--- src/rtl/frame_byte_capture.sv ---
module frame_byte_capture #(
  parameter int BYTE_W      = 8,
  parameter int SLOTS       = 6,
  parameter int VALID_SLOTS = 2,
  parameter bit OVR_EN      = 1'b1
) (
  input  logic                              sclk,
  input  logic                              rst_n,
  input  logic                              fsync,
  input  logic                              sdata,
  input  logic                              host_ack,
  output logic [BYTE_W-1:0]                 byte_out,
  output logic                              ready_tgl,
  output logic                              byte_hi,
  output logic [$clog2(SLOTS+1)-1:0]        slot_idx,
  output logic                              byte_valid,
  output logic                              overrun
);

  localparam int CNT_W  = $clog2(2*BYTE_W);
  localparam int SLOT_W = $clog2(SLOTS+1);

  logic [BYTE_W-1:0] shreg;
  logic [CNT_W-1:0]  cnt;
  logic [SLOT_W-1:0] slot_cur;
  logic              done;

  wire [BYTE_W-1:0] sh_next  = {shreg[BYTE_W-2:0], sdata};
  wire              last_bit = (cnt[CNT_W-2:0] == '1);
  wire              word_end = (cnt == '1);
  wire              latch    = !fsync && !done && last_bit;

  assign ready_tgl = cnt[CNT_W-1];

  always_ff @(posedge sclk or negedge rst_n) begin
    if (!rst_n) begin
      shreg    <= '0;
      cnt      <= '0;
      slot_cur <= '0;
      done     <= 1'b1;
    end else if (fsync) begin
      shreg    <= '0;
      cnt      <= '0;
      slot_cur <= '0;
      done     <= 1'b0;
    end else if (!done) begin
      shreg <= sh_next;
      cnt   <= cnt + 1'b1;
      if (word_end) begin
        if (slot_cur == SLOT_W'(SLOTS-1)) done <= 1'b1;
        else                              slot_cur <= slot_cur + 1'b1;
      end
    end
  end

  always_ff @(posedge sclk or negedge rst_n) begin
    if (!rst_n) begin
      byte_out   <= '0;
      byte_hi    <= 1'b0;
      slot_idx   <= '0;
      byte_valid <= 1'b0;
    end else if (latch) begin
      byte_out   <= sh_next;
      byte_hi    <= !cnt[CNT_W-1];
      slot_idx   <= slot_cur;
      byte_valid <= (slot_cur < SLOT_W'(VALID_SLOTS));
    end
  end

  generate
    if (OVR_EN) begin : g_ovr
      logic pend;
      logic ovr_q;
      always_ff @(posedge sclk or negedge rst_n) begin
        if (!rst_n) begin
          pend  <= 1'b0;
          ovr_q <= 1'b0;
        end else if (latch) begin
          pend <= 1'b1;
          if (pend && !host_ack) ovr_q <= 1'b1;
        end else if (host_ack) begin
          pend <= 1'b0;
        end
      end
      assign overrun = ovr_q;
    end else begin : g_no_ovr
      assign overrun = 1'b0;
    end
  endgenerate

  AST_HS_MATCHES_INDEX: assert property (@(posedge sclk) disable iff (!rst_n)
    (ready_tgl != $past(ready_tgl)) && !$past(fsync) |-> byte_hi == ready_tgl);

  AST_SLOT_IN_RANGE: assert property (@(posedge sclk) disable iff (!rst_n)
    slot_idx < SLOT_W'(SLOTS));

  AST_VALID_SLOT: assert property (@(posedge sclk) disable iff (!rst_n)
    byte_valid |-> slot_idx < SLOT_W'(VALID_SLOTS));

  AST_IDLE_QUIET: assert property (@(posedge sclk) disable iff (!rst_n)
    done && !fsync |=> $stable(ready_tgl) && $stable(byte_out));

  AST_FSYNC_CLEARS: assert property (@(posedge sclk) disable iff (!rst_n)
    fsync |=> !ready_tgl && $stable(byte_out));

  AST_OVR_STICKY: assert property (@(posedge sclk) disable iff (!rst_n)
    $past(overrun) |-> overrun);

  AST_HOLD_STABLE: assert property (@(posedge sclk) disable iff (!rst_n)
    !latch |=> $stable(byte_out) && $stable(slot_idx) && $stable(byte_hi));

endmodule

--- config.mk ---
export PLATFORM = sky130hd
export DESIGN_NAME = frame_byte_capture
export DESIGN_NICKNAME = d
export VERILOG_FILES = /design/src/rtl/frame_byte_capture.sv
export SDC_FILE = /design/constraint.sdc
export NUM_CORES = 1
export LEC_CHECK = 0
export ABC_AREA = 1
export CORE_MARGIN = 3
export CORE_UTILIZATION = 45
export CTS_BUF_LIST = sky130_fd_sc_hd__clkbuf_8
export DETAILED_ROUTE_END_ITERATION = 16
export PLACE_DENSITY = 0.68
export SLEW_MARGIN = 5
export SYNTH_ARGS = -nofsm -noshare
export SYNTH_HDL_FRONTEND = slang
export SYNTH_SLANG_ARGS = --single-unit
--- constraint.sdc ---
create_clock -name sclk -period 1.5 [get_ports sclk]
set_clock_uncertainty 0.05 [all_clocks]
set_input_delay 0.15 -clock sclk [delete_from_list [all_inputs] [get_ports sclk]]
set_output_delay 0.15 -clock sclk [all_outputs]
set_load 0.01 [all_outputs]
==> flow_summary.ini <==
[outcome]
run_status = finished, final reports clean

[route]
drtIter0Drc = 23
route.detailed.drc = 0
wl_um = 2267
route.met2.wl_um = 1109
wl_met1_um = 1009
highest_layer = met4
post_drt_via_cell_ratio = 4.941
wl_met3_um = 91
dr.pass1.iters = 4
via_count = 929
ant_nets = 0
routedWlPerCell_um = 12.06

[synthesis]
synth_top_area_share_pct = 53.55
yosysTopAreaCell = dfrtp_1
yosysWarnings = 0
synth_compound_area_share_pct = 14.40
synthAdderAreaFrac_pct = 3.693
syn-cell-area_um2 = 1355
yosysSeqAreaShare_pct = 55.49
avgSynthCellArea_um2 = 10.67
synth_xor_area_share_pct = 0
yosysUniqueCellTypes = 19
syn_inst = 127
synth_fp_nets = 136
synth_top_family_by_area = simple AND/OR/NAND/NOR gates
ys_ff_latch = 30
synth-simple-area-share_pct = 18.74
synthMuxAreaShare_pct = 0
ys_top_cells_by_area = dfrtp_1 (54%), o21ai_2 (7.8%), nand2_1 (6.9%)

[die]
ios = 20
rows = 19
die-area_um2 = 3706
dieHeight_um = 60.88
die_w_um = 60.88
core_um2 = 2805
start_util_pct = 48.31

[critical_path]
endpoint_kind = output pin
cp-start-kind = register
critPathMaxStageDelay_ps = 560
path_cells = clkdlybuf4s50_1
crit_fanout = 2
cp.arrival_ps = 1240
cp.required_ps = 1300
cp_slowest_cell = clkdlybuf4s50_1
cp_top_family = buffers and inverters
crit_buf_inv = 1
critPathKind = reg2out

[final_layout]
seq_area_um2 = 752.0
nFillCells = 227
layout_commonest_cell = dfrtp_1
layout_common_cells = dfrtp_1 (29), nand2_1 (25), clkdlybuf4s50_1 (19), inv_1 (15), o21ai_2 (12)
final_layout_size_suffix_gt1_share_pct = 25.48
utilization_pct = 61.15
syn_to_final_growth_pct = 26.59
final_net_count = 165
antenna_cells = 0
multi_input_comb_area_um2 = 499.2

[timing]
worst_slack_ps = 59.33
drv_slew = 0
worst_pin_slew_ps = 372.6
hold_viol_final = 0
finalSetupTns_ps = 0
relSlewSlack_pct = 75.16
timing.hold.ws_ps = 208.7
clock.fmax_ghz = 0.6941
rsz0062_at_grt = false
setup_viol = 0
min_period_over_period_pct = 96.04
layout_min_cycle_time_ps = 1441

[placed_design]
gp_congestion = 0.8637
preCtsSetupSlack_ps = 24.89
hpwl_um = 1695
io_buffers = 19

[clock_network]
cts_resized = 0
cts.clk_slew.worst_paths_ps = 60
cts_buffers = 5
cts.sinks = 30
root_buffer = clkbuf_8
clockBufferDepth = 2
clock_latency_ps = 270
htree_levels = 2
cts_tree = built

[power_and_ir_drop]
p_leak_nw = 0.8239
p_per_area_nw_per_um2 = 1066
finalPower_mw = 1.829
ir_drop_v = 0.0006639

[global_route]
grt_usage_pct = 15.25
grt_pass1_wl_um = 3974
overflow = 0
grt_antenna_before_repair = 0
grt_max_degree = 31
grt_pass1_vias = 933

[run]
maxCapViolCount = 0

[worst_hold_path]
hp-class = in2async
==> cells by family after synthesis <==
| family | count (synthesis) |
|---|---|
| flops | 30 |
| fa+ha+maj | 4 |
| simple gates | 49 |
| buf+inv | 19 |
| compound gates | 25 |
==> timing repair <==
item                       4_1_cts  5_1_grt
hold buffers                     0        0
buffers inserted                 0        2
setup endpoints to repair        0        1
==> Yosys cell counts (all sizes together) <==
cell,count
a21oi,1
nand2,31
ha,4
nor2,10
dfstp,1
a22o,2
nand3,8
buf,2
o21ai,14
o21bai,1
inv,17
o22ai,7
dfrtp,29
==> layer usage <==
layer	up-vias	global-route usage, %
li1	472	-
met1	437	17.48
met2	16	24.58
met3	4	3.830
met4	0	11.15
met5	-	0
==> area by class of cell <==
type	instances	area share, %
Tap cell	31	2.261
Timing Repair Buffer	24	14.73
Clock inverter	3	2.334
Inverter	17	3.720
Sequential cell	30	43.84
Multi-Input combinational cell	78	29.10
Clock buffer	5	4.012
==> registers in the layout, indices dropped and copies added (netlist names) <==
register	count
byte_out	8
shreg	7
cnt	4
slot_cur	3
slot_idx	3
byte_hi	1
byte_valid	1
done	1
g_ovr.pend	1
overrun	1
==> path summary, 6_finish.rpt <==
path                                          from                       to  slack (ps)  depth (start not counted)
min in group sclk                            sdata  byte_out[0]$_DFFE_PN0P_         410                          3
hold / removal                               rst_n  byte_out[7]$_DFFE_PN0P_         210                          2
setup / recovery           byte_out[7]$_DFFE_PN0P_              byte_out[7]          60                          1
setup reg to reg                cnt[0]$_DFFE_PN0P_  byte_out[2]$_DFFE_PN0P_         120                          6
max in group asynchronous                    rst_n           done$_DFF_PN1_         880                          2
hold reg to reg            byte_out[5]$_DFFE_PN0P_  byte_out[5]$_DFFE_PN0P_         430                          2
==> stage by stage <==
| stage | area, um^2 | std cells |
|---|---|---|
| 5_1_grt | 1715 | 188 |
| 3_5_place_dp | 1592 | 178 |
| 2_1_floorplan | 1355 | 127 |
| 6_report | 1715 | 188 |
| 3_3_place_gp | 1592 | 178 |
| 4_1_cts | 1700 | 186 |
==> report_power, final <==
group          total [mW]  switching, mW  internal (mW)
clock               0.770          0.282          0.488
combinational       0.179         0.0927         0.0863
sequential          0.880         0.0325          0.847
Note: power is estimated with default switching activity, not from simulation.
